===== src/rtl/seq_inject_pkg.sv =====
// Shared types for the token injection sequencer.
// Assumes nothing beyond IEEE 1800-2017 enum support.
package seq_inject_pkg;

    // Engine states: waiting, issuing a read, capturing read data, offering a flit.
    typedef enum logic [1:0] {
        ST_IDLE    = 2'd0,
        ST_READ    = 2'd1,
        ST_CAPTURE = 2'd2,
        ST_SEND    = 2'd3
    } sq_state_e;

    // Run flavour selected by a start command.
    typedef enum logic {
        MODE_EXEC = 1'b0,
        MODE_ITER = 1'b1
    } sq_mode_e;

endpackage


===== src/rtl/sq_start_sel.sv =====
// Start selector: chooses between the pending boot replay and an external
// start command, and normalises the run length into a count of tokens.
// Assumes: CNT_W <= LEN_W; the boot request wins over a command; a start
// whose normalised length is zero is consumed but does not start a run.
module sq_start_sel
    import seq_inject_pkg::*;
#(
    parameter int unsigned ADDR_W     = 16,
    parameter int unsigned DATA_W     = 16,
    parameter int unsigned CNT_W      = 8,
    parameter int unsigned LEN_W      = 16,
    parameter logic [ADDR_W-1:0] BOOT_BASE = '0,
    parameter int unsigned BOOT_COUNT = 16
) (
    input  logic              idle,
    input  logic              boot_pend,
    input  logic              cmd_valid,
    input  logic              cmd_mode,
    input  logic [ADDR_W-1:0] cmd_base,
    input  logic [LEN_W-1:0]  cmd_len,
    input  logic [DATA_W-1:0] cmd_tmpl,
    output logic              cmd_ready,
    output logic              take,
    output logic              go,
    output sq_mode_e          st_mode,
    output logic [ADDR_W-1:0] st_base,
    output logic [LEN_W-1:0]  st_units,
    output logic [DATA_W-1:0] st_tmpl
);

    localparam logic [LEN_W-1:0] BOOT_UNITS = LEN_W'(BOOT_COUNT);

    logic [LEN_W-1:0] exec_units;

    // Replay counts only use the low CNT_W bits of the length field.
    generate
        if (CNT_W < LEN_W) begin : g_ext
            assign exec_units = {{(LEN_W-CNT_W){1'b0}}, cmd_len[CNT_W-1:0]};
        end else begin : g_full
            assign exec_units = cmd_len;
        end
    endgenerate

    // Arbitration and parameter selection for the next run.
    always_comb begin
        cmd_ready = idle && !boot_pend;
        take      = idle && (boot_pend || cmd_valid);
        if (boot_pend) begin
            st_mode  = MODE_EXEC;
            st_base  = BOOT_BASE;
            st_units = BOOT_UNITS;
            st_tmpl  = '0;
        end else begin
            st_mode  = sq_mode_e'(cmd_mode);
            st_base  = cmd_base;
            st_units = (st_mode == MODE_EXEC) ? exec_units : cmd_len;
            st_tmpl  = cmd_tmpl;
        end
        go = take && (st_units != '0);
    end

endmodule


===== src/rtl/sq_addr_ctr.sv =====
// Shared address counter and limit comparator. The pointer steps once per
// issued read; the remaining-token count drops once per finished token.
// Assumes load, step and retire are mutually exclusive in any cycle where
// load is high; the pointer wraps modulo 2^ADDR_W.
module sq_addr_ctr #(
    parameter int unsigned ADDR_W = 16,
    parameter int unsigned LEN_W  = 16
) (
    input  logic              clk,
    input  logic              rst_n,
    input  logic              load,
    input  logic [ADDR_W-1:0] base,
    input  logic [LEN_W-1:0]  units,
    input  logic              step,
    input  logic              retire,
    output logic [ADDR_W-1:0] ptr,
    output logic              last
);

    logic [LEN_W-1:0] remain_q;

    // Pointer and remaining-token registers.
    always_ff @(posedge clk) begin
        if (!rst_n) begin
            ptr      <= '0;
            remain_q <= '0;
        end else if (load) begin
            ptr      <= base;
            remain_q <= units;
        end else begin
            if (step)   ptr      <= ptr + 1'b1;
            if (retire) remain_q <= remain_q - 1'b1;
        end
    end

    // Limit comparator: the token in flight is the final one.
    always_comb last = (remain_q == LEN_W'(1));

endmodule


===== src/rtl/sq_flit_hold.sv =====
// Output flit register. Loads either the captured memory word or the
// template word and holds it while the downstream side stalls.
// Assumes ld_mem and ld_tmpl are never high together.
module sq_flit_hold #(
    parameter int unsigned DATA_W = 16
) (
    input  logic              clk,
    input  logic              rst_n,
    input  logic              ld_mem,
    input  logic              ld_tmpl,
    input  logic [DATA_W-1:0] mem_data,
    input  logic [DATA_W-1:0] tmpl,
    output logic [DATA_W-1:0] flit
);

    // Hold register for the flit on offer.
    always_ff @(posedge clk) begin
        if (!rst_n)       flit <= '0;
        else if (ld_mem)  flit <= mem_data;
        else if (ld_tmpl) flit <= tmpl;
    end

endmodule


===== src/rtl/tok_inject_seq.sv =====
// Token injection sequencer top. Replays stored two-cell tokens (replay
// mode, also started once after reset) or walks a cell range emitting
// (template, data) tokens (walk mode). One flit is in flight at a time.
// Assumes a synchronous read port with one cycle of latency and raw
// memory that never defers a read.
module tok_inject_seq
    import seq_inject_pkg::*;
#(
    parameter int unsigned ADDR_W     = 16,
    parameter int unsigned DATA_W     = 16,
    parameter int unsigned CNT_W      = 8,
    parameter int unsigned LEN_W      = 16,
    parameter logic [ADDR_W-1:0] BOOT_BASE = '0,
    parameter int unsigned BOOT_COUNT = 16
) (
    input  logic              clk,
    input  logic              rst_n,
    input  logic              cmd_valid,
    output logic              cmd_ready,
    input  logic              cmd_mode,
    input  logic [ADDR_W-1:0] cmd_base,
    input  logic [LEN_W-1:0]  cmd_len,
    input  logic [DATA_W-1:0] cmd_tmpl,
    output logic              busy,
    output logic              mem_rd_en,
    output logic [ADDR_W-1:0] mem_rd_addr,
    input  logic [DATA_W-1:0] mem_rd_data,
    output logic              out_valid,
    input  logic              out_ready,
    output logic [DATA_W-1:0] out_flit
);

    sq_state_e         state_q, state_d;
    sq_mode_e          mode_q, st_mode;
    logic              phase_q;
    logic              boot_pend_q;
    logic [DATA_W-1:0] tmpl_q, st_tmpl, tmpl_src;
    logic [ADDR_W-1:0] st_base, ptr;
    logic [LEN_W-1:0]  st_units;
    logic              idle, take, go, last, fire, tok_done;
    logic              ld_mem, ld_tmpl;

    assign idle = (state_q == ST_IDLE);

    sq_start_sel #(
        .ADDR_W(ADDR_W), .DATA_W(DATA_W), .CNT_W(CNT_W), .LEN_W(LEN_W),
        .BOOT_BASE(BOOT_BASE), .BOOT_COUNT(BOOT_COUNT)
    ) i_sel (
        .idle(idle), .boot_pend(boot_pend_q), .cmd_valid(cmd_valid),
        .cmd_mode(cmd_mode), .cmd_base(cmd_base), .cmd_len(cmd_len),
        .cmd_tmpl(cmd_tmpl), .cmd_ready(cmd_ready), .take(take), .go(go),
        .st_mode(st_mode), .st_base(st_base), .st_units(st_units),
        .st_tmpl(st_tmpl)
    );

    sq_addr_ctr #(.ADDR_W(ADDR_W), .LEN_W(LEN_W)) i_ctr (
        .clk(clk), .rst_n(rst_n), .load(go), .base(st_base),
        .units(st_units), .step(mem_rd_en), .retire(tok_done && !last),
        .ptr(ptr), .last(last)
    );

    sq_flit_hold #(.DATA_W(DATA_W)) i_hold (
        .clk(clk), .rst_n(rst_n), .ld_mem(ld_mem), .ld_tmpl(ld_tmpl),
        .mem_data(mem_rd_data), .tmpl(tmpl_src), .flit(out_flit)
    );

    // Port-facing strobes derived from the engine state.
    always_comb begin
        mem_rd_en   = (state_q == ST_READ);
        mem_rd_addr = ptr;
        out_valid   = (state_q == ST_SEND);
        busy        = !idle || boot_pend_q;
        fire        = out_valid && out_ready;
        tok_done    = fire && phase_q;
        ld_mem      = (state_q == ST_CAPTURE);
        tmpl_src    = go ? st_tmpl : tmpl_q;
        ld_tmpl     = (go && (st_mode == MODE_ITER)) ||
                      (tok_done && !last && (mode_q == MODE_ITER));
    end

    // Next-state decision for the single-flit engine.
    always_comb begin
        state_d = state_q;
        unique case (state_q)
            ST_IDLE:    if (go) state_d = (st_mode == MODE_EXEC) ? ST_READ : ST_SEND;
            ST_READ:    state_d = ST_CAPTURE;
            ST_CAPTURE: state_d = ST_SEND;
            ST_SEND: begin
                if (fire) begin
                    if (!phase_q)             state_d = ST_READ;
                    else if (last)            state_d = ST_IDLE;
                    else if (mode_q == MODE_EXEC) state_d = ST_READ;
                    else                      state_d = ST_SEND;
                end
            end
            default:    state_d = ST_IDLE;
        endcase
    end

    // Engine registers: state, flit phase, run mode, template, boot request.
    always_ff @(posedge clk) begin
        if (!rst_n) begin
            state_q     <= ST_IDLE;
            phase_q     <= 1'b0;
            mode_q      <= MODE_EXEC;
            tmpl_q      <= '0;
            boot_pend_q <= 1'b1;
        end else begin
            state_q <= state_d;
            if (take && boot_pend_q) boot_pend_q <= 1'b0;
            if (go) begin
                phase_q <= 1'b0;
                mode_q  <= st_mode;
                tmpl_q  <= st_tmpl;
            end else if (fire) begin
                phase_q <= !phase_q;
            end
        end
    end

endmodule


===== config.mk =====
export PLATFORM = sky130hd
export DESIGN_NAME = tok_inject_seq
export DESIGN_NICKNAME = d
export VERILOG_FILES = /design/src/rtl/seq_inject_pkg.sv /design/src/rtl/sq_start_sel.sv /design/src/rtl/sq_addr_ctr.sv /design/src/rtl/sq_flit_hold.sv /design/src/rtl/tok_inject_seq.sv
export SDC_FILE = /design/constraint.sdc
export NUM_CORES = 1
export LEC_CHECK = 0
export BUFFER_PORTS_ARGS = -buffer_cell sky130_fd_sc_hd__buf_2
export CORE_ASPECT_RATIO = 1.1
export CORE_MARGIN = 4
export CORE_UTILIZATION = 57
export DETAILED_ROUTE_END_ITERATION = 10
export PLACE_DENSITY_LB_ADDON = 0.3
export SLEW_MARGIN = 20
export SYNTH_ARGS = -nofsm -noshare
export SYNTH_HDL_FRONTEND = slang
export SYNTH_HIERARCHICAL = 1
export SYNTH_SLANG_ARGS = --single-unit

===== constraint.sdc =====
create_clock -name clk -period 5.2 [get_ports clk]
set_clock_uncertainty 0.1 [all_clocks]
set_input_delay 0.78 -clock clk [delete_from_list [all_inputs] [get_ports clk]]
set_output_delay 0.78 -clock clk [all_outputs]
set_load 0.005 [all_outputs]

After elaboration in Yosys (flattened, before gate mapping)

Cells that the tools add are included.

Multiply operators: 0
Add/subtract/negate cells: 2
Divide/modulo/power cells: 0
Eq/ne operators: 6
Bitwise gates (word level): 1
Mux-type cells: 19
Reduce and logical (&&, ||, !) cells: 23
Shifts and indexed selects: 0
Magnitude comparators: 0

Operator list:

| kind                                                                  | count |
|---|---|
| 16-bit two-way mux                                                    | 11 |
| 16-bit by 1-bit adder with 16-bit output (second input constant)      | 1 |
| 16-bit by 1-bit == test with 1-bit output (second input constant)     | 1 |
| 16-bit nonzero test                                                   | 1 |
| 16-bit by 1-bit subtractor with 16-bit output (second input constant) | 1 |
| 2-bit two-way mux                                                     | 6 |
| 1-bit logical AND                                                     | 9 |
| 2-bit one-hot mux with 4 select lines                                 | 1 |
| 2-bit nonzero test                                                    | 3 |
| 2-bit == test (second input constant)                                 | 2 |
| 1-bit zero test                                                       | 4 |
| 1-bit logical OR                                                      | 3 |
| 2-bit by 1-bit == test with 1-bit output (second input constant)      | 1 |
| 2-bit zero test                                                       | 1 |
| 2-bit by 1-bit != test with 1-bit output (second input constant)      | 1 |
| 2-bit != test (second input constant)                                 | 1 |
| 2-bit AND reduction                                                   | 1 |
| 2-bit OR reduction                                                    | 1 |
| 1-bit two-way mux                                                     | 1 |
| 1-bit NOT                                                             | 1 |

Latch bits: 0
Memories: 0
Output and inout port bits: 36
Bits in read-only memories: 0
RAM bits: 0
Input bits: 69
Flip-flop bits (word level): 69
Word-level logic and storage cells: 59

Depth between registers and ports, before layout

Gate-level depths: netlist of the first run.

Depth in word-level cells: 8
Depth in mapped cells: 11
Mapped depth without buffers: 9

By module

Netlist of the first run, hierarchy kept.

By module, submodules not included:

| module         | area each (µm²) | times used | cells an instance | sequential area each (µm²) |
|---|---|---|---|---|
| sq_addr_ctr    | 1,725.4         | 1          | 208               | 640.6 |
| tok_inject_seq | 907.1           | 1          | 80                | 420.4 |
| sq_flit_hold   | 852.1           | 1          | 71                | 320.3 |
| sq_start_sel   | 387.9           | 1          | 64                | 0.0 |

Worst setup path before layout of the first run

No wires, ideal clock.

Kind: input to register
Start point: input cmd_len[10]
End point: register i_hold.flit[10]
Data required time: 4.984 ns
Slack: 2.170 ns
Buffers on the path: 3
Stages on the path: 10
Data arrival time: 2.814 ns
Setup time: 0.116 ns
Cell sequence: or4_1 o21ai_1 a41oi_1 buf_6 nand2_1 o21ai_0 buf_6 buf_12 mux2_4 o211a_1

Longest elaborated chain between the ends: 7
Elaborated cells between the ends (all ways): 10
Classes of those cells: mux: 5; reduce/logical: 5

RTL lines:

| element                      | RTL line             | text |
|---|---|---|
| start, declared              | tok_inject_seq.sv:22 | `input logic [LEN_W-1:0] cmd_len,` |
| 16-bit two-way mux           | sq_start_sel.sv:56   | `st_units = (st_mode == MODE_EXEC) ? exec_units : cmd_len;` |
| 16-bit two-way mux           | sq_start_sel.sv:48   | `if (boot_pend) begin` |
| 16-bit nonzero test          | sq_start_sel.sv:59   | `go = take && (st_units != '0);` |
| 1-bit logical AND            | sq_start_sel.sv:59   |  |
| named net go                 | tok_inject_seq.sv:40 | `logic idle, take, go, last, fire, tok_done;` |
| 1-bit logical AND            | tok_inject_seq.sv:77 | `ld_tmpl = (go && (st_mode == MODE_ITER)) \|\|` |
| 1-bit logical OR             | tok_inject_seq.sv:77 |  |
| named net ld_tmpl            | tok_inject_seq.sv:41 | `logic ld_mem, ld_tmpl;` |
| 2-bit nonzero test (no line) | --                   |  |
| end signal, assigned         | sq_flit_hold.sv:19   | `else if (ld_mem) flit <= mem_data;` |
| end signal, assigned         | sq_flit_hold.sv:20   | `else if (ld_tmpl) flit <= tmpl;` |
| end, declared                | sq_flit_hold.sv:13   | `output logic [DATA_W-1:0] flit` |

The timed path passes the listed nets, and every way through them passes these cells. The select of a mux whose other input is x is not followed.
A chain may end at the register's enable or synchronous reset.

Final worst setup path of the first run

Start point: register boot_pend_q
End point: register i_hold.flit[15]

Longest elaborated chain between the ends: 6
Elaborated cells between the ends (all ways): 13
Classes of those cells: mux: 6; reduce/logical: 7

RTL lines:

| element                                                  | RTL line                               | text |
|---|---|---|
| start, declared                                          | tok_inject_seq.sv:36                   | `logic boot_pend_q;` |
| start signal, assigned                                   | tok_inject_seq.sv:107                  | `boot_pend_q <= 1'b1;` |
| start signal, assigned                                   | tok_inject_seq.sv:110                  | `if (take && boot_pend_q) boot_pend_q <= 1'b0;` |
| 16-bit two-way mux or 1-bit logical OR (tied branches)   | sq_start_sel.sv:48, sq_start_sel.sv:47 |  |
| 16-bit nonzero test or 1-bit logical AND (tied branches) | sq_start_sel.sv:59, sq_start_sel.sv:47 |  |
| 1-bit logical AND *                                      | sq_start_sel.sv:59                     |  |
| named net go                                             | tok_inject_seq.sv:40                   |  |
| 1-bit logical AND *                                      | tok_inject_seq.sv:77                   |  |
| 1-bit logical OR *                                       | tok_inject_seq.sv:77                   |  |
| named net ld_tmpl                                        | tok_inject_seq.sv:41                   |  |
| 2-bit nonzero test (no line) *                           | --                                     |  |

Mark *: on every way through the listed nets, which the timed path passes. The rest lies on a longest branch. The select of a mux whose other input is x is not followed.

==> run summary, run 1 <==
Yosys cell types: 49
Final min period: 3510 ps
post-synthesis sequential area ratio: 35.7%
Worst slew margin: 28.5%
reg2reg path depth: 7
Post-Syn Nets: 495
clk sinks: 69
Critical Path AT: 3650 ps
CP max FO: 26
unrepaired setup endpoints after global routing: no
Syn Inst Count: 423
final hold slack: 385 ps
maximum clock rate: 285 MHz
count of final setup violators: 0
Core Area: 6590 um^2
post-route ant nets: 0
Die Span X: 86.6 um
WS Path Type: register to register
Clock transition at path regs: 70 ps
Post-Syn Area: 3870 um^2
reg-to-reg slack, setup: 1690 ps
H-tree Lvls: 3
maxcap violations: 0
post-CTS sizing: 0
fill cell count: 550
P_leak: 2.10 nW
worst-skew pair later-pin latency: 340 ps
DRT iter0 DRCs: 166
HP Class: register to register
Hold Path End: mode_q$_SDFFE_PN0P_
DR WL/cell: 14.8 um
# rows: 31
outcome: complete, no violations
final hold violation count: 0
hpwl dp: 6.26 mm
Hold Crit Depth: 2
vias in the first global route: 3170
hold path start: mode_q$_SDFFE_PN0P_
area grow syn2layout: 19.4%
via count: 3345
Die Area: 8180 um^2
Layout Cells excl Fill: 602
Critical R2R Launch: boot_pend_q$_SDFFE_PN1P_
nets@finish: 587
# DRC: 0
commonest register cell after synthesis: dfxtp_1
Worst Path Required: 5330 ps
die height: 94.4 um
Total GRT Usage: 22.5%
Setup TNS: 0 ps
CTS Root Cell: clkbuf_8
IO buf count: 104
pwr dens: 457 nW/um^2
synthesized flop and latch total: 69
grt ovf: 0
Setup WS pre-CTS: 1560 ps
Tcrit/Tclk final: 67.5%
Power, Total: 2.11 mW
Initial DRT Pass Iterations: 4
Via density: 5.56
Peak VDD IR: 0.000222 V
asr flop ratio synth: 0%
first-pass GRT wire length: 14.6 mm
worst setup margin: 1690 ps
max-slew violations: 0
worst r2r dst: i_hold/flit[15]$_SDFFE_PN0P_
TritonCTS Buffers: 9
CTS tree: yes
Startpoint Class: register
Starting Density: 58.7%
Mean Syn Cell Area: 9.15 um^2
Post-CTS Hold Buffers: 0
Post-CTS Setup Bufs: 0
clock buffer depth: 2
largest net degree at the start of global routing: 61
share of cells above drive strength 1: 31.7%
Placed Cells: 586
yosys warns: 6
Antenna diodes: 0
Worst-Margin Slew: 1070 ps
Total Wirelength: 8.90 mm
GPL Wtd Cong: 0.810
count of boundary I/O pins: 105
antenna violations before repair: 0
EDFF count, synth: 0
Worst setup EP type: register
worst max-delay path by stage:
stage | from | endpoint | slack [ps] | cells after the start
floorplan | cmd_len[10] | i_hold/flit[10]$_SDFFE_PN0P_ | 2170 | 10
finish | boot_pend_q$_SDFFE_PN1P_ | i_hold/flit[15]$_SDFFE_PN0P_ | 1690 | 7
CTS | boot_pend_q$_SDFFE_PN1P_ | i_hold/flit[15]$_SDFFE_PN0P_ | 1670 | 7
global placement | cmd_len[14] | i_hold/flit[12]$_SDFFE_PN0P_ | 1630 | 9
detailed placement | cmd_len[14] | i_hold/flit[6]$_SDFFE_PN0P_ | 1560 | 9
global route | boot_pend_q$_SDFFE_PN1P_ | i_hold/flit[13]$_SDFFE_PN0P_ | 1440 | 7
synth_stat cells (all sizes together), types with 2 or more instances:
cell type | n | share of area (%)
nor4 | 9 | 2.0
mux2i | 5 | 1.3
dfxtp | 69 | 36
nand4b | 2 | 0.45
nor3b | 2 | 0.52
buf | 10 | 2.3
and4bb | 2 | 0.65
o211a | 16 | 4.1
nand3b | 3 | 0.58
o31ai | 2 | 0.39
ha | 3 | 0.97
xnor2 | 13 | 2.9
clkbuf | 16 | 1.6
a31oi | 4 | 0.65
nor2b | 43 | 6.9
or4 | 5 | 0.97
nor2 | 17 | 1.6
a21oi | 23 | 3.0
nand4 | 8 | 1.3
or2 | 2 | 0.32
o21ai | 26 | 3.4
nor3 | 8 | 1.0
nand2b | 16 | 2.6
a211oi | 4 | 0.78
nand3 | 8 | 1.2
nand2 | 18 | 1.8
and3 | 2 | 0.32
and2 | 25 | 4.0
inv | 10 | 0.97
xor2 | 12 | 2.7
mux2 | 32 | 11
per-stage QoR:
stage,utilization (%),cell area (um^2)
final,70.1,4620
after global routing,70.1,4620
after CTS,70.0,4620
after detailed placement,66.6,4390
after global placement,66.6,4390
after floorplan,-,3870
worst max-delay path: stages (launching register included):
cell	delay [ps]
dfxtp_1	860
o21ai_0	350
a41oi_4	520
buf_4	370
nand2_1	140
o21ai_2	420
mux2_2	420
o211a_1	210
routing by layer:
metal	wire (um)	GRT usage, %
met5	0	0
met1	3910	28.3
met4	213	11.2
met2	4200	36.1
met3	576	5.06
registers in the layout, summed over array words and instances, names as in the netlist:
name,cells
phase_q,1
mode_q,1
i_ctr/remain_q,16
boot_pend_q,1
tmpl_q,16
i_ctr/ptr,16
i_hold/flit,16
state_q,2
placed cells by master, fill, tap and decap left out, types with 2 or more instances in the layout:
cell type	Yosys	final
o31ai_1	2	2
nor3_1	8	8
bufinv_16	0	2
xor2_1	12	12
and4bb_1	2	2
nand4b_1	2	2
or2_2	2	2
o21ai_0	25	24
nand2_1	17	17
o211a_1	16	16
a211oi_1	4	4
a21oi_1	23	23
nor2_1	17	17
inv_1	9	9
dfxtp_1	69	69
mux2_2	12	12
buf_2	5	104
nand2b_1	16	16
nor4_1	7	7
buf_4	0	3
a31oi_1	4	4
ha_1	3	3
clkinv_2	0	2
clkbuf_8	0	11
or4_1	5	5
nand4_1	8	8
and2_1	25	25
nand3_1	7	7
nor2b_1	43	42
mux2i_1	5	5
nand3b_1	3	3
and3_1	2	2
xnor2_1	13	13
mux2_4	20	20
where the power goes:
part | switching (mW) | internal, mW | leakage (nW)
combinational | 0.408 | 0.393 | 1.41
sequential | 0.147 | 0.671 | 0.566
clock | 0.200 | 0.295 | 0.116
cell type report:
| class | count | area (um^2) | share of cell area [%] |
|---|---|---|---|
| Clock buffer | 12 | 155 | 3.36 |
| Clock inverter | 4 | 70.1 | 1.52 |
| Inverter | 10 | 37.5 | 0.812 |
| Multi-Input combinational cell | 318 | 2330 | 50.5 |
| Sequential cell | 69 | 1380 | 29.9 |
| Tap cell | 82 | 103 | 2.22 |
| Timing Repair Buffer | 107 | 543 | 11.7 |
cell families (layout without fill, tap and decap cells):
kind of cell	Yosys count	count (layout)	share of synthesized area (%)
and+or+nand+nor	173	173	27.0
AOI/OAI and AO/OA	80	80	13.3
DFF	69	69	35.7
muxes	37	37	12.5
buffers and inverters	36	133	4.85
xor gates and xnor gates	25	25	5.65
adders and majority gates	3	3	0.969
No activity file was read; power rests on OpenSTA's default activity.
==> run 2: changes to the inputs <==
CORE_UTILIZATION = 53   (was 57)
clock period = 3.4 ns   (was 5.2 ns; I/O delays follow)
==> run summary, run 2 (synthesis gave the netlist of run 1 again) <==
Critical Path AT: 2830 ps (-820 ps)
Initial DRT Pass Iterations: 5 (+1)
most common cell after layout, fill and taps aside: buf_2
Total Wirelength: 8.69 mm (-2.4%)
CP max stage delay: 420 ps (-440 ps)
final hold slack: 379 ps (-5.16 ps)
reg2reg path depth: 7 (unchanged)
Tcrit/Tclk final: 79.4% (+12 points)
maximum clock rate: 371 MHz (+30%)
most frequent cells in the layout: buf_2 (104), dfxtp_1 (69), nor2b_1 (42), and2_1 (25), o21ai_0 (24)
GR Util met2: 34.4% (-1.7 points)
Peak VDD IR: 0.000318 V (+43%)
# DRC: 0 (unchanged)
Post-CTS Hold Buffers: 0 (unchanged)
TritonCTS Buffers: 9 (unchanged)
post-layout util: 65.5% (-4.6 points)
Via density: 5.48 (-1.4%)
HP Class: register to register
post-route ant nets: 0 (unchanged)
CP max stage cell: o21ai_2
Die Area: 8740 um^2 (+6.9%)
CP max FO: 41 (+58%)
nets@finish: 593 (+1.0%)
worst path cell trace: buf_4 -> o21ai_0 -> a41oi_4 -> nand2_1 -> o21ai_2 -> mux2_2 -> o211a_1
antenna violations before repair: 0 (unchanged)
Clock transition at path regs: 70 ps (about the same)
hpwl dp: 6.26 mm (about the same)
first-pass GRT wire length: 14.3 mm (-2.2%)
Core Area: 7050 um^2 (+6.9%)
IO buf count: 104 (unchanged)
Post-CTS Setup Bufs: 0 (unchanged)
Layout Cells excl Fill: 611 (+1.5%)
Worst Path Required: 3530 ps (-1800 ps)
post-CTS sizing: 0 (unchanged)
clock buffer depth: 2 (unchanged)
Hold Crit Depth: 2 (unchanged)
CTS Root Cell: clkbuf_8
outcome: complete, no violations
CP top delay family: compound AO/OA/AOI/OAI gates
Worst slew margin: 28.2% (-0.25 points)
unrepaired setup endpoints after global routing: no
area grow syn2layout: 19.1%
Placed Cells: 595 (+1.5%)
share of cells above drive strength 1: 31.9% (+0.21 points)
reg-to-reg slack, setup: 700 ps (-990 ps)
count of boundary I/O pins: 105 (unchanged)
P_leak: 2.09 nW (about the same)
grt ovf: 0 (unchanged)
CTS tree: yes
vias in the first global route: 3233 (+2.0%)
DR WL/cell: 14.2 um (-3.8%)
Startpoint Class: register
DRT iter0 DRCs: 127 (-23%)
CP Buf/Inv Count: 1 (unchanged)
die height: 97.7 um (+3.4%)
count of final setup violators: 0 (unchanged)
Worst path depth: 7 (unchanged)
worst-skew pair later-pin latency: 330 ps (about the same)
Worst setup EP type: register
max-slew violations: 0 (unchanged)
GRT met3 Usage: 5.17% (+0.11 points)
largest net degree at the start of global routing: 44 (-28%)
grt met1 use: 24.4% (-3.9 points)
GPL Wtd Cong: 0.824 (+1.8%)
via count: 3348 (+0.090%)
Die Span X: 89.5 um (+3.4%)
Worst-Margin Slew: 1080 ps (+3.79 ps)
Total GRT Usage: 20.3% (-2.2 points)
clk sinks: 69 (unchanged)
Most Crowded Layer GR: met2
final hold violation count: 0 (unchanged)
Final min period: 2700 ps (-813 ps)
pwr dens: 670 nW/um^2 (+47%)
Setup TNS: 0 ps (unchanged)
Power, Total: 3.09 mW (+46%)
H-tree Lvls: 3 (unchanged)
maxcap violations: 0 (unchanged)
WS Path Type: register to register
# rows: 32 (+3.2%)
Antenna diodes: 0 (unchanged)
Starting Density: 55.0% (-3.8 points)
-- run 2: changes by cell type in the layout (fill, tap and decap cells not counted), sizes merged --
cell,change
buf,+6
bufinv,-2
clkbuf,+3
clkinv,-1
-- run 2: area by class of cell --
class,instances,area (um^2)
flip-flops and latches,69,1380
fillers,600,2430
inverters,10,37.5
well taps,85,106
clock inverters,1,5.00
clock buffers,15,166
repair buffers,113,588
multi-input cells,318,2330
-- run 2: final timing paths --
check / start / endpoint
worst max-delay path: boot_pend_q$_SDFFE_PN1P_ / i_hold/flit[15]$_SDFFE_PN0P_
worst min-delay path: mode_q$_SDFFE_PN0P_ / mode_q$_SDFFE_PN0P_
worst max register to register: boot_pend_q$_SDFFE_PN1P_ / i_hold/flit[15]$_SDFFE_PN0P_
worst min register to register: mode_q$_SDFFE_PN0P_ / mode_q$_SDFFE_PN0P_
-- run 2: layer usage --
metal / share of wire (%) / vias to the layer above
met2: 49 / 89
met4: 1.6 / 0
met5: 0 / -
met3: 6.4 / 14
li1: - / 1676
met1: 43 / 1569
-- run 2: per-stage QoR --
step / setup WS (ps) / instance area (um^2)
floorplan: 640 / 3870
global placement: 557 / 4440
detailed placement: 528 / 4440
CTS: 645 / 4610
global route: 499 / 4610
finish: 701 / 4610
-- run 2: power by group --
group | internal, mW | switching, mW
Clock | 0.305 | 0.290
Sequential | 1.03 | 0.205
Combinational | 0.624 | 0.641
Total | 1.96 | 1.14
-- run 2: worst min-delay path, stage by stage (launching register included) --
cell      delay (ps)
dfxtp_1          320
nand2b_1          60
a21oi_1           60
==> run 3: changes to the inputs <==
ABC_AREA = 1   (was unset)
CORE_UTILIZATION = 54   (was 53)
clock period = 2.83 ns   (was 3.4 ns; I/O delays follow)
==> run summary, run 3 <==
Seq pwr share: 32.7% (-7.1 points)
GPL Wtd Cong: 0.921 (+12%)
yosys warns: 6 (unchanged)
count of boundary I/O pins: 105 (unchanged)
Initial DRT Pass Iterations: 4 (-1)
post-synthesis mux area share: 0% (-13 points)
share of cells above drive strength 1: 20.8% (-11 points)
max-slew violations: 0 (unchanged)
XOR/XNOR Fraction of Synth Area: 1.84% (-3.8 points)
CTS Root Cell: clkbuf_8
nets@finish: 854 (+44%)
Starting Density: 56.4% (+1.5 points)
Setup TNS: 0 ps (unchanged)
count leader, synth: nand2_1
asr flop ratio synth: 0% (unchanged)
clk sinks: 69 (unchanged)
Critical Path AT: 2620 ps (-210 ps)
post-synthesis simple-gate area fraction: 39.5% (+13 points)
synthesized flop and latch total: 69 (unchanged)
Mean Syn Cell Area: 6.21 um^2 (-32%)
hold path start: mem_rd_data[8]
first-pass GRT wire length: 18.5 mm (+29%)
DR WL/cell: 12.5 um (-12%)
outcome: complete, no violations
CP Buf/Inv Count: 4 (+3)
Worst slew margin: 41.1% (+13 points)
hpwl dp: 8.33 mm (+33%)
CP max stage cell: nor2_1
most frequent cells in the layout: nand2_1 (202), buf_2 (104), inv_1 (95), nor2_1 (81), nand3_1 (72)
Total GRT Usage: 24.1% (+3.8 points)
Placement Cell Area: 4790 um^2 (+7.9%)
Core Area: 7600 um^2 (+7.8%)
Critical R2R Launch: i_ctr/remain_q[1]$_SDFFE_PN0P_
count of final setup violators: 0 (unchanged)
CP max FO: 13 (-68%)
most common cell after layout, fill and taps aside: nand2_1
Die Area: 9430 um^2 (+7.9%)
EDFF count, synth: 0 (unchanged)
NetSw: 1.99 mW (+75%)
post-synth top area share: 32.2% (-3.4 points)
HP Class: input port to register
WS Path Type: register to register
Worst-Margin Slew: 880 ps (-196 ps)
largest net degree at the start of global routing: 49 (+11%)
Yosys cell types: 33 (-33%)
die height: 101 um (+3.9%)
final hold violation count: 0 (unchanged)
Yosys top cell by area: dfxtp_1
worst path cell trace: inv_1 -> ha_1 -> nand3_1 -> nor4_1 -> buf_4 -> nor2_1 -> nand2_2 -> inv_2 -> nand3_1 -> o21ai_1 -> inv_1 -> a21oi_1
# rows: 33 (+3.1%)
Critical Path Start: i_ctr/remain_q[1]$_SDFFE_PN0P_
fin area: 4990 um^2 (+8.2%)
Pint: 2.29 mW (+17%)
CP top delay family: simple AND/OR/NAND/NOR gates
pwr dens: 857 nW/um^2 (+28%)
Clock power frac: 19.1% (-0.2 points)
vias in the first global route: 4147 (+28%)
largest family of logic cells by synthesized area: simple AND/OR/NAND/NOR gates
CP max stage delay: 500 ps (+80 ps)
post-CTS sizing: 0 (unchanged)
Total Wirelength: 11.2 mm (+29%)
Final min period: 2450 ps (-248 ps)
maxcap violations: 0 (unchanged)
Antenna diodes: 0 (unchanged)
Syn Inst Count: 690 (+63%)
synth top area cells: dfxtp_1 (32%), nand2_1 (18%), nand3_1 (8.4%)
Startpoint Class: register
clock buffer depth: 2 (unchanged)
post-synthesis sequential area ratio: 32.2% (-3.4 points)
Worst Path Required: 3000 ps (-530 ps)
P_leak: 2.63 nW (+26%)
Post-CTS Hold Buffers: 0 (unchanged)
IO buf count: 104 (unchanged)
Peak VDD IR: 0.000529 V (+67%)
Sw Share: 46.4% (+9.7 points)
Tcrit/Tclk final: 86.6% (+7.2 points)
DRT iter0 DRCs: 204 (+61%)
# DRC: 0 (unchanged)
combinational power share: 48.2% (+7.3 points)
unrepaired setup endpoints after global routing: no
final hold slack: 264 ps (-115 ps)
area grow syn2layout: 16.5%
Post-CTS Setup Bufs: 0 (unchanged)
adder-cell share of the synthesized area: 0.876% (-0.094 points)
commonest register cell after synthesis: dfxtp_1
CTS tree: yes
via count: 4600 (+37%)
Clock transition at path regs: 80 ps (about the same)
antenna violations before repair: 0 (unchanged)
Synth Area in Compound Gates: 11.4% (-1.9 points)
grt ovf: 0 (unchanged)
TritonCTS Buffers: 9 (unchanged)
Post-Syn Area: 4290 um^2 (+11%)
H-tree Lvls: 3 (unchanged)
worst-skew pair later-pin latency: 350 ps (+20 ps)
synth cell count leaders: nand2_1 (202), inv_1 (95), nor2_1 (81)
Via density: 5.16 (-5.9%)
maximum clock rate: 408 MHz (+10%)
Worst setup EP type: register
post-route ant nets: 0 (unchanged)
Die Span X: 93.0 um (+3.9%)
Post-Syn Nets: 762 (+54%)
[run 3: layer usage]
layer,wire length (um),vias up,global-route usage [%]
li1,-,2340,-
met1,4910,2072,31.7
met2,5130,164,39.4
met3,894,24,4.38
met4,240,0,9.47
met5,0,-,0
[run 3: path summary, 6_finish.rpt]
check | to | slack, ps | depth (start not counted)
setup / recovery | i_ctr/remain_q[14]$_SDFFE_PN0P_ | 380 | 12
hold / removal | i_hold/flit[8]$_SDFFE_PN0P_ | 260 | 5
hold reg to reg | tmpl_q[13]$_SDFF_PN0_ | 380 | 2
setup reg to reg | i_ctr/remain_q[14]$_SDFFE_PN0P_ | 380 | 12
[run 3: per-stage QoR]
step                      worst slack, ps  power [mW]  cells  utilization (%)
after floorplan                       655        2.98    690                -
after global placement                436        3.43    876             63.1
after detailed placement              393        3.47    876             63.1
after CTS                             375        4.29    892             65.7
after global routing                  133        4.63    892             65.7
final                                 380        4.28    892             65.7
[run 3: cells by family after synthesis]
family,count (synthesis)
AOI/OAI and AO/OA,86
DFF,69
adders and majority gates,3
and+or+nand+nor,389
buffers and inverters,134
xor gates and xnor gates,9
[run 3: power by group through the flow]
| stage | clock (mW) | sequential (mW) | combinational, mW |
|---|---|---|---|
| finish | 0.818 | 1.40 | 2.06 |
| global route | 0.880 | 1.43 | 2.32 |
| CTS | 0.832 | 1.40 | 2.06 |
| detailed placement | 0 | 1.42 | 2.05 |
| global placement | 0 | 1.41 | 2.01 |
| floorplan | 0 | 1.38 | 1.60 |
[run 3: layout make-up]
cell class | instances | area (um^2)
fill | 755 | 2610
multi-input combinational | 487 | 2310
sequential | 69 | 1380
timing repair buffer | 111 | 573
inverter | 104 | 395
tap | 105 | 131
clock buffer | 9 | 124
clock inverter | 7 | 73.8
[run 3: worst register-to-register path, stage by stage (launching register included)]
cell     delay (ps)
dfxtp_1         320
inv_1           110
ha_1            230
nand3_1          90
nor4_1           60
buf_4           140
nor2_1          500
nand2_2         190
inv_2           240
nand3_1         110
o21ai_1         150
inv_1            50
a21oi_1         110
